<file path="config.mk">
export PLATFORM = sky130hd
export DESIGN_NAME = tw_exp_sequencer
export DESIGN_NICKNAME = d
export VERILOG_FILES = /design/src/rtl/tw_seq_pkg.sv /design/src/rtl/tw_frame_counter.sv /design/src/rtl/tw_digit_split.sv /design/src/rtl/tw_exp_mult.sv /design/src/rtl/tw_exp_sequencer.sv
export SDC_FILE = /design/constraint.sdc
export NUM_CORES = 1
export LEC_CHECK = 0
export BUFFER_PORTS_ARGS = -buffer_cell sky130_fd_sc_hd__buf_2
export CORE_MARGIN = 2
export CORE_UTILIZATION = 55
export CTS_BUF_LIST = sky130_fd_sc_hd__clkbuf_4 sky130_fd_sc_hd__clkbuf_8 sky130_fd_sc_hd__clkbuf_16
export DETAILED_ROUTE_END_ITERATION = 8
export PLACE_DENSITY_LB_ADDON = 0.15
export SLEW_MARGIN = 5
export SYNTH_ARGS = -nofsm -noshare
export SYNTH_HDL_FRONTEND = slang
export SYNTH_HIERARCHICAL = 1
export SYNTH_SLANG_ARGS = --single-unit
</file>
<file path="constraint.sdc">
create_clock -name clk -period 3.45 [get_ports clk]
set_clock_uncertainty 0.05 [all_clocks]
set_input_delay 0.345 -clock clk [delete_from_list [all_inputs] [get_ports clk]]
set_output_delay 0.345 -clock clk [all_outputs]
set_load 0.02 [all_outputs]
</file>
<file path="src/rtl/tw_seq_pkg.sv">
package tw_seq_pkg;

    // How the two quarter-of-frame bits map to the frequency weight.
    typedef enum logic [0:0] {
        K_ORDER_REVERSED = 1'b0,
        K_ORDER_NATURAL  = 1'b1
    } k_order_e;

    localparam int unsigned QUAD_BITS   = 2;
    localparam int unsigned WEIGHT_BITS = 2;

    // Bit swap of a two-bit quarter index.
    function automatic logic [WEIGHT_BITS-1:0] swap2(input logic [WEIGHT_BITS-1:0] u);
        return {u[0], u[1]};
    endfunction

endpackage

</file>
<file path="src/rtl/tw_frame_counter.sv">
module tw_frame_counter #(
    parameter int unsigned IDX_W = 8
) (
    input  logic             clk,
    input  logic             rst,
    input  logic             adv,
    input  logic             restart,
    output logic [IDX_W-1:0] idx_o,
    output logic             last_o
);
    localparam logic [IDX_W-1:0] IDX_MAX = '1;
    localparam logic [IDX_W-1:0] IDX_ONE = IDX_W'(1);

    logic [IDX_W-1:0] cnt_q;

    // Index of the sample presented this cycle.
    assign idx_o  = restart ? '0 : cnt_q;
    assign last_o = (idx_o == IDX_MAX);

    always_ff @(posedge clk) begin
        if (rst) begin
            cnt_q <= '0;
        end else if (adv) begin
            cnt_q <= idx_o + IDX_ONE;
        end
    end

    p_idle_hold_r3: assert property (@(posedge clk) disable iff (rst)
        !adv |=> $stable(cnt_q));

    p_wrap_r3: assert property (@(posedge clk) disable iff (rst)
        (adv && !restart && cnt_q == IDX_MAX) |=> (cnt_q == '0));

    p_restart_r4: assert property (@(posedge clk) disable iff (rst)
        (adv && restart) |=> (cnt_q == IDX_ONE));

endmodule

</file>
<file path="src/rtl/tw_digit_split.sv">
module tw_digit_split
    import tw_seq_pkg::*;
#(
    parameter int unsigned IDX_W   = 8,
    parameter k_order_e    K_ORDER = K_ORDER_REVERSED
) (
    input  logic [IDX_W-1:0]       idx,
    output logic [IDX_W-3:0]       n_digit,
    output logic [WEIGHT_BITS-1:0] weight
);
    logic [WEIGHT_BITS-1:0] quarter;

    assign n_digit = idx[IDX_W-3:0];
    assign quarter = idx[IDX_W-1:IDX_W-2];

    generate
        if (K_ORDER == K_ORDER_NATURAL) begin : g_natural
            assign weight = quarter;
        end else begin : g_reversed
            assign weight = swap2(quarter);
        end
    endgenerate

endmodule

</file>
<file path="src/rtl/tw_exp_mult.sv">
module tw_exp_mult
    import tw_seq_pkg::*;
#(
    parameter int unsigned IDX_W = 8
) (
    input  logic [IDX_W-3:0]       n_digit,
    input  logic [WEIGHT_BITS-1:0] weight,
    output logic [IDX_W-1:0]       expo
);
    logic [IDX_W-1:0] partial [WEIGHT_BITS];
    logic [IDX_W-1:0] n_wide;

    assign n_wide = {2'b00, n_digit};

    // Shift-and-add product of the inner digit and the two-bit weight.
    generate
        for (genvar j = 0; j < WEIGHT_BITS; j++) begin : g_part
            assign partial[j] = weight[j] ? (n_wide << j) : '0;
        end
    endgenerate

    // The sum is kept to IDX_W bits, which is the modulo-R reduction.
    assign expo = partial[0] + partial[1];

endmodule

</file>
<file path="src/rtl/tw_exp_sequencer.sv">
module tw_exp_sequencer
    import tw_seq_pkg::*;
#(
    parameter int unsigned LOG_RES = 8,
    parameter k_order_e    K_ORDER = K_ORDER_REVERSED
) (
    input  logic                 clk,
    input  logic                 rst,
    input  logic                 in_valid,
    input  logic                 in_start,
    output logic                 tw_valid,
    output logic                 tw_last,
    output logic [LOG_RES-1:0]   tw_exp,
    output logic [QUAD_BITS-1:0] tw_quadrant,
    output logic [LOG_RES-3:0]   tw_rom_addr
);
    localparam int unsigned RES     = 1 << LOG_RES;
    localparam int unsigned EXP_MAX = 3 * (RES / 4 - 1);

    typedef struct packed {
        logic               valid;
        logic               last;
        logic [LOG_RES-1:0] expo;
    } tw_word_t;

    logic [LOG_RES-1:0]     idx;
    logic                   idx_last;
    logic [LOG_RES-3:0]     n_digit;
    logic [WEIGHT_BITS-1:0] weight;
    logic [LOG_RES-1:0]     expo_c;
    tw_word_t               out_q;

    tw_frame_counter #(.IDX_W(LOG_RES)) u_counter (
        .clk     (clk),
        .rst     (rst),
        .adv     (in_valid),
        .restart (in_start),
        .idx_o   (idx),
        .last_o  (idx_last)
    );

    tw_digit_split #(.IDX_W(LOG_RES), .K_ORDER(K_ORDER)) u_split (
        .idx     (idx),
        .n_digit (n_digit),
        .weight  (weight)
    );

    tw_exp_mult #(.IDX_W(LOG_RES)) u_mult (
        .n_digit (n_digit),
        .weight  (weight),
        .expo    (expo_c)
    );

    // One register stage aligns the exponent with the sample at the multiplier.
    always_ff @(posedge clk) begin
        if (rst) begin
            out_q <= '0;
        end else begin
            out_q.valid <= in_valid;
            out_q.last  <= in_valid & idx_last;
            if (in_valid) begin
                out_q.expo <= expo_c;
            end
        end
    end

    assign tw_valid    = out_q.valid;
    assign tw_last     = out_q.last;
    assign tw_exp      = out_q.expo;
    assign tw_quadrant = out_q.expo[LOG_RES-1:LOG_RES-2];
    assign tw_rom_addr = out_q.expo[LOG_RES-3:0];

    p_reset_clear_r1: assert property (@(posedge clk)
        $past(rst) |-> (!tw_valid && !tw_last && tw_exp == '0));

    p_valid_follows_r2: assert property (@(posedge clk) disable iff (rst)
        in_valid |=> tw_valid);

    p_idle_hold_r2: assert property (@(posedge clk) disable iff (rst)
        !in_valid |=> (!tw_valid && $stable(tw_exp)));

    p_exp_bound_r6: assert property (@(posedge clk) disable iff (rst)
        tw_valid |-> (int'(tw_exp) <= EXP_MAX));

    p_last_valid_r8: assert property (@(posedge clk) disable iff (rst)
        tw_last |-> tw_valid);

endmodule

</file>
* Yosys cells after proc, flatten, opt, wreduce, memory -nomap -nowiden
Cells that the tools add are included.
W data, S select, Z words.
** Storage, ports and cells
- Output and inout port bits :: 18
- Input bits :: 4
- Flip-flop bits (word level) :: 18
** Operators by class
- Add/sub/neg operators :: 2
- Eq/ne operators :: 1
- Bitwise operators :: 1
- Muxes and demuxes :: 3
** Operators with widths (number)
- $add A6 B7 Y8 :: 1
- $add A8 B1 Y8 const B :: 1
- $eq A8 B8 Y1 const B :: 1
- $mux W8 :: 1
- $mux W7 :: 1
- $mux W6 :: 1
- $and A1 B1 Y1 :: 1

* Depth between registers and ports, before layout
Gate-level depths: netlist of the first run.
- Word-level depth :: 3
- Depth in mapped cells :: 13
- Gate-level depth less buffers :: 12

* Cells and area by module
Netlist of the first run, hierarchy kept.
** Modules (own cells, without submodules)
- tw_frame_counter :: cells each 55, sequential area each 160.2 um^2, area each 483.0 um^2, times used 1
- tw_exp_sequencer :: cells each 38, sequential area each 200.2 um^2, area each 406.6 um^2, times used 1
- tw_exp_mult :: cells each 38, sequential area each 0.0 um^2, area each 274.0 um^2, times used 1
- tw_digit_split :: cells each 8, sequential area each 0.0 um^2, area each 60.1 um^2, times used 1

* Worst setup path after synthesis of the first run
OpenSTA, ideal clock, no wires.
- Path type :: in2reg
- Start point :: input port in_start
- End point :: register out_q (netlist bit tw_exp[5])
- Data arrival time :: 2.044 ns
- Required time :: 3.282 ns
- Buffers on the path :: 2
- Setup slack :: 1.238 ns
- Stages :: 13
- Cells stage by stage :: buf_6 > and2b_2 > buf_4 > and2_1 > ha_1 > inv_1 > fa_1 > nor2b_1 > o21a_1 > nor2_1 > xnor2_1 > mux2i_1 > nor2_1
** Between the ends
- Word-level cells in the longest chain between the ends :: 3
** Ends and longest elaborated chain
- start: declaration :: RTL line tw_exp_sequencer.sv:10 : input logic in_start,
- $mux W8 * :: RTL line tw_frame_counter.sv:17 : assign idx_o = restart ? '0 : cnt_q;
- via idx[1] :: RTL line tw_exp_sequencer.sv:26 : logic [LOG_RES-1:0] idx;
- $mux W6 / $mux W7 (equally long branches) :: RTL line tw_exp_mult.sv:18 : assign partial[j] = weight[j] ? (n_wide << j) : '0;
- $add A6 B7 Y8 * :: RTL line tw_exp_mult.sv:23 : assign expo = partial[0] + partial[1];
- via expo_c[5] :: RTL line tw_exp_sequencer.sv:30 : logic [LOG_RES-1:0] expo_c;
- end: declaration :: RTL line tw_exp_sequencer.sv:31 : tw_word_t out_q;
The timed path passes the listed nets; every way through them passes the cells marked *.
A chain may end at the register's enable or synchronous reset.

* Worst setup path after layout of the first run
- Start point :: register u_counter.cnt_q[6]
- End point :: register out_q (netlist bit tw_exp[7])
** Between the ends
- Word-level cells in the longest chain between the ends :: 3
** Ends and longest elaborated chain
- start: declaration :: RTL line tw_frame_counter.sv:14 : logic [IDX_W-1:0] cnt_q;
- start signal: assignment :: RTL line tw_frame_counter.sv:24 : cnt_q <= idx_o + IDX_ONE;
- $mux W8 :: RTL line tw_frame_counter.sv:17
- via idx[6] :: RTL line tw_exp_sequencer.sv:26
- $mux W7 :: RTL line tw_exp_mult.sv:18
- $add A6 B7 Y8 :: RTL line tw_exp_mult.sv:23
- via expo_c[7] :: RTL line tw_exp_sequencer.sv:30
The timed path passes the listed nets, and every way through them passes these cells.

==> results of run 1 <==
==> layout make-up <==
class	count	area share
clock buffers	4	0.0292
inverters	9	0.0272
multi-input cells	91	0.541
flip-flops and latches	18	0.290
well taps	28	0.0282
repair buffers	21	0.0845
==> kinds of logic after synthesis <==
logic type               Yosys count  synth area share
AND/OR/NAND/NOR                   49             0.245
buffers and inverters             30             0.155
AO/OA/AOI/OAI                     20             0.107
flip-flops                        18             0.294
multiplexers                      11            0.0910
adder cells (fa/ha/maj)            7            0.0777
XOR/XNOR                           4            0.0286
==> worst paths after layout <==
path | slack (ns) | cells after the start | start | to
hold reg to reg | 0.46 | 2 | u_counter/cnt_q[6] | u_counter/cnt_q[6]
setup / recovery | 1.17 | 12 | u_counter/cnt_q[6] | tw_exp[7]
hold / removal | 0.38 | 2 | rst | tw_exp[7]
setup reg to reg | 1.17 | 12 | u_counter/cnt_q[6] | tw_exp[7]
==> sequential cells by signal, summed over array words and instances, names as in the netlist <==
name,cells
tw_exp,8
u_counter/cnt_q,8
tw_valid,1
tw_last,1
==> report_power, final <==
group          total [W]  switching [W]  internal (W)  leakage (nW)
clock           0.000129      0.0000651     0.0000643        0.0210
combinational  0.0000232      0.0000138    0.00000941         0.476
sequential      0.000211     0.00000161      0.000210         0.146
total           0.000364      0.0000806      0.000283         0.643
==> critical path, delay by kind of cell, from the launching register on <==
kind,cells,cell delay [ns]
multiplexers,1,0.09
AO/OA/AOI/OAI,3,0.36
flip-flops,1,0.36
buffers and inverters,2,0.15
adder cells (fa/ha/maj),2,0.58
AND/OR/NAND/NOR,4,0.64
==> routing by layer <==
metal / track usage / part of all wire
met3: 0.0263 / 0.028
met2: 0.333 / 0.48
met4: 0.0676 / 0.0066
met5: 0 / 0
met1: 0.220 / 0.49
==> layout by cell type (no fill, tap or decap), drive strengths merged, types with 3 or more instances in the layout <==
| master | instances |
|---|---|
| o211ai | 3 |
| clkbuf | 4 |
| buf | 21 |
| nor4 | 3 |
| inv | 9 |
| nand2 | 5 |
| ha | 6 |
| dfxtp | 18 |
| and2 | 10 |
| a21oi | 7 |
| or3 | 3 |
| and2b | 5 |
| mux2i | 10 |
| xnor2 | 3 |
| o21ai | 3 |
| nor2 | 14 |
==> metrics by stage <==
step / worst slack (ns) / total power (W) / hold slack [ns]
2_1_floorplan: 1.24 / 0.000237 / 0.423
5_1_grt: 0.930 / 0.000381 / 0.395
6_report: 1.17 / 0.000364 / 0.384
3_5_place_dp: 1.09 / 0.000239 / 0.448
3_3_place_gp: 1.14 / 0.000239 / 0.434
4_1_cts: 1.16 / 0.000371 / 0.373
==> impl_metrics.json, run 1 <==
{
  "status": "complete, no violations",
  "ctsResizeCount": 0,
  "synth_most_common_cell": "dfxtp_1",
  "grtUsageTotal": 0.185,
  "final-seq-area_um2": 360,
  "placed_cells": 167,
  "final_util": 0.579,
  "syn2layout_area_growth_pct": 1.64,
  "fp.coreArea_mm2": 0.00215,
  "post_synth_num_cell_types": 35,
  "portBuffers": 21,
  "ys_seq_area_frac": 0.294,
  "clock_sinks": 18,
  "final_cells": 171,
  "syn_area_mm2": 0.00122,
  "path_cells": "inv_1 -> nor2_1 -> and2_1 -> ha_1 -> inv_1 -> fa_1 -> nor2b_1 -> o21a_1 -> o21ai_0 -> a21oi_1 -> mux2i_1 -> nor2_1",
  "crit_type": "register to register",
  "clk_pin_slew_ns": 0.10,
  "arrival_ns": 2.47,
  "hold_path_class": "input pin to register",
  "finalWirelength_um": 2130,
  "die_area_mm2": 0.00262,
  "cts_tree": "built",
  "synth_area_leader_cell": "dfxtp_1",
  "netlist.area_leader.share": 0.294,
  "cap_viol_max_count": 0,
  "critPathMaxFanout": 6,
  "critical-path-slowest-cell": "fa_1",
  "fin_area_mm2": 0.00124,
  "wl_per_cell_um": 12.5,
  "drtIter0Drc": 13,
  "synth-edff-count": 0,
  "hold_violations": 0,
  "post_dp_cell_area_mm2": 0.00121,
  "synth-seq-cells": 18,
  "drt_pre_antenna_iters": 4,
  "grt_pass1_vias": 818,
  "period_share": 0.662,
  "vias_per_cell": 5.19,
  "synth_nets": 150,
  "clockBufferDepth": 2,
  "drc": 0,
  "synth_commonest_cells": "dfxtp_1 (18), buf_4 (16), nor2_1 (14)",
  "endpoint_kind": "register",
  "final.setup.tns_ns": 0,
  "place_congestion": 0.873,
  "synth.area.top_cells": "dfxtp_1 (29%), buf_4 (9.8%), mux2i_1 (8.2%)",
  "cp.required_ns": 3.63,
  "power_density_mw_per_mm2": 293,
  "n_fill_cell": 209,
  "grt_remaining_overflow": 0,
  "worstSkewPairLatency_ns": 0.29,
  "fin_crit_ns": 2.28,
  "maxSlewViolCount": 0,
  "grt_max_degree": 20,
  "antenna_cells": 0,
  "postRouteAntennaNets": 0,
  "die_h_um": 51.2,
  "synthFlopType": "dfxtp_1",
  "finalNetCount": 155,
  "fmax_ghz": 0.438,
  "vias": 888,
  "rows": 17,
  "rsz0062_at_grt": "false",
  "peakVddDrop_mv": 0.242,
  "tightest_slew_ns": 0.407,
  "setup_violations": 0,
  "start_util": 0.570,
  "maxSlewHeadroom": 0.729,
  "synth_cells": 139,
  "slowest_delay_ns": 0.39,
  "avgSynthCellArea_um2": 8.80,
  "post_cts_buffers": 0,
  "power.static_leakage_nw": 0.643,
  "drive_above_1_share": 0.245,
  "hpwl_um": 1660,
  "grt_pass1_wl_um": 3570,
  "async_flop_share": 0,
  "h-tree-depth": 1,
  "root_buffer": "clkbuf_4",
  "cts_hold_buffers": 0,
  "die_w_um": 51.2,
  "synth_warnings": 6,
  "multi_input_area_um2": 673,
  "cts_buffers": 3,
  "antenna_found_initial": 0,
  "cp-start-kind": "register",
  "io_pins": 22
}
(Power assumes the default switching activity.)
==> inputs of run 2 (changes only) <==
--- a/config.mk
+++ b/config.mk
@@ -5,9 +5,10 @@
 export SDC_FILE = /design/constraint.sdc
 export NUM_CORES = 1
 export LEC_CHECK = 0
+export ABC_AREA = 1
 export BUFFER_PORTS_ARGS = -buffer_cell sky130_fd_sc_hd__buf_2
 export CORE_MARGIN = 2
-export CORE_UTILIZATION = 55
+export CORE_UTILIZATION = 50
 export CTS_BUF_LIST = sky130_fd_sc_hd__clkbuf_4 sky130_fd_sc_hd__clkbuf_8 sky130_fd_sc_hd__clkbuf_16
 export DETAILED_ROUTE_END_ITERATION = 8
 export PLACE_DENSITY_LB_ADDON = 0.15
==> constraint.sdc (replaced) <==
create_clock -name clk -period 1.99 [get_ports clk]
set_clock_uncertainty 0.05 [all_clocks]
set_input_delay 0.199 -clock clk [delete_from_list [all_inputs] [get_ports clk]]
set_output_delay 0.199 -clock clk [all_outputs]
set_load 0.02 [all_outputs]
==> run 2 against run 1 <==
  * Final cell count increased by 50%
  * Utilization decreased by 0.13 points
  * Non-clock buffer count increased by 8
  * First-iteration DRC count increased to 2.9 times the previous value
  * Setup slack got worse by 1.1 ns
  * Design area increased by 16%
  * Sequential power increased by 79%
  * Synthesized area increased by 9.3%
  * Via count increased by 35%
  * Clock-buffer cell count unchanged
  * Sequential share of layout area decreased by 3.6 points
==> impl_metrics.json, run 2 <==
{
  "grt_pass1_vias": 1009,
  "rsz0062_at_grt": "true",
  "syn_area_mm2": 0.00134,
  "mostFrequentLayoutCells": "nand2_1 (55), inv_1 (42), nor2_1 (30)",
  "hold_violations": 0,
  "fmax_ghz": 0.530,
  "postLayoutSetupSlackWorst_ns": 0.103,
  "maxSlewHeadroom": 0.783,
  "clk_pin_slew_ns": 0.11,
  "whs_ns": 0.0634,
  "post_synth_num_cell_types": 23,
  "cap_viol_max_count": 0,
  "fp.coreArea_mm2": 0.00250,
  "tightest_slew_ns": 0.322,
  "vias": 1200,
  "synth_most_common_cell": "nand2_1",
  "rows": 18,
  "final_common_cell": "nand2_1",
  "cts_buffers": 3,
  "die_h_um": 55.7,
  "setup_violations": 0,
  "cts_tree": "built",
  "io_pins": 22,
  "grt_max_degree": 23,
  "synth_nets": 224,
  "cp-start-kind": "register",
  "netlist.area_leader.share": 0.269,
  "synth_area_leader_cell": "dfxtp_1",
  "ys_seq_area_frac": 0.269,
  "vias_per_cell": 4.67,
  "synth-edff-count": 0,
  "die_area_mm2": 0.00310,
  "status": "complete, no violations",
  "power_density_mw_per_mm2": 482,
  "synth_warnings": 6,
  "finalWirelength_um": 2400,
  "drtIter0Drc": 38,
  "antenna_cells": 0,
  "root_buffer": "clkbuf_4",
  "endpoint_kind": "register",
  "synth_cells": 213,
  "fin_crit_ns": 1.89,
  "drive_above_1_share": 0.256,
  "path_cells": "inv_1 -> nor2_2 -> nand2_1 -> inv_1 -> ha_2 -> inv_2 -> fa_2 -> inv_2 -> nand3_2 -> nand2_2 -> xor2_1 -> inv_1 -> nand2_1 -> nand2_1 -> nor2_1",
  "drc": 0,
  "slowest_delay_ns": 0.36,
  "die_w_um": 55.7,
  "hold_path_class": "input pin to register",
  "power_w": 0.000696,
  "avgSynthCellArea_um2": 6.28,
  "start_util": 0.535,
  "postRouteAntennaNets": 0,
  "peakVddDrop_mv": 0.377,
  "placed_cells": 250,
  "arrival_ns": 2.07,
  "pre_cts_ws_ns": -0.00757,
  "critPathTopFamily": "adder cells",
  "place_congestion": 0.873,
  "power.static_leakage_nw": 0.867,
  "drt_pre_antenna_iters": 4,
  "crit_type": "register to register",
  "critical-path-slowest-cell": "dfxtp_2",
  "maxSlewViolCount": 0,
  "clockBufferDepth": 2,
  "clock_sinks": 18,
  "portBuffers": 21,
  "synth-seq-cells": 18,
  "async_flop_share": 0,
  "grtUsageTotal": 0.165,
  "h-tree-depth": 1,
  "grt_pass1_wl_um": 4180,
  "hpwl_um": 1940,
  "finalNetCount": 239,
  "critPathMaxFanout": 3,
  "antenna_found_initial": 0,
  "period_share": 0.948,
  "cp.required_ns": 2.17,
  "wl_per_cell_um": 9.34,
  "grt_remaining_overflow": 0,
  "final_cells": 257,
  "worst-path-buf-inv": 5,
  "synthFlopType": "dfxtp_1",
  "syn2layout_area_growth_pct": 7.95,
  "synth.area.top_cells": "dfxtp_1 (27%), nand2_1 (16%), inv_1 (13%)",
  "synth_commonest_cells": "nand2_1 (56), inv_1 (46), nor2_1 (33)",
  "worstSkewPairLatency_ns": 0.29
}
==> run 2: cell count changes in the layout (fill, tap and decap cells not counted), moves of 5 or more <==
cell,delta
nor2_1,+16
and2_1,-10
inv_1,+33
dfxtp_1,-5
buf_4,+8
and2b_2,-5
dfxtp_2,+5
inv_2,+5
mux2i_1,-10
nand2_1,+50
nor2_2,+5
==> run 2: where the power goes <==
| group | leakage, nW | switching, W | internal, W |
|---|---|---|---|
| Sequential | 0.149 | 0.00000627 | 0.000372 |
| Combinational | 0.697 | 0.0000604 | 0.0000296 |
| Clock | 0.0210 | 0.000116 | 0.000111 |
==> run 2: logic make-up (layout without fill, tap and decap cells) <==
kind of cell / Yosys count / after routing / share of synthesized area
AO/OA/AOI/OAI: 11 / 11 / 0.0430
adder cells (fa/ha/maj): 7 / 7 / 0.0711
XOR/XNOR: 3 / 3 / 0.0196
buffers and inverters: 66 / 80 / 0.254
flip-flops: 18 / 18 / 0.269
AND/OR/NAND/NOR: 108 / 108 / 0.343
==> run 2: layer usage <==
metal / part of all wire / track usage
met1: 0.43 / 0.202
met2: 0.52 / 0.287
met3: 0.041 / 0.0279
met4: 0.0075 / 0.0627
met5: 0 / 0
==> run 2: worst paths after layout <==
kind	start	endpoint	slack, ns	cells past startpoint
max	u_counter/cnt_q[7]	tw_exp[5]	0.10	15
min	rst	u_counter/cnt_q[6]	0.06	2
max reg2reg	u_counter/cnt_q[7]	tw_exp[5]	0.10	15
min reg2reg	tw_exp[7]	tw_exp[7]	0.43	2
==> run 2: layout make-up <==
cell class | count | area [um2]
repair buffers | 29 | 165
flip-flops and latches | 18 | 367
fillers | 244 | 1060
clock buffers | 4 | 36.3
inverters | 47 | 176
multi-input cells | 129 | 662
well taps | 30 | 37.5
==> run 2: repair_timing <==
action,in CTS,in global routing
hold buffers,0,0
pin swaps,0,8
resized for setup,1,16
endpoints found under the setup margin,1,2
setup buffers,0,3
==> run 2: worst reg2reg max path: stages (launching register included) <==
cell and delay (ns):
dfxtp_2 0.36, inv_1 0.05, nor2_2 0.09, nand2_1 0.07
inv_1 0.06, ha_2 0.17, inv_2 0.04, fa_2 0.36
inv_2 0.07, nand3_2 0.06, nand2_2 0.07, xor2_1 0.13
inv_1 0.05, nand2_1 0.05, nand2_1 0.04, nor2_1 0.10
==> run 2: through the flow <==
stage          area [um2]   util  TNS (ns)
2_1_floorplan        1340      -         0
3_3_place_gp         1360  0.542         0
3_5_place_dp         1360  0.542  -0.00757
4_1_cts              1390  0.557         0
5_1_grt              1440  0.578   -0.0402
6_report             1440  0.578         0
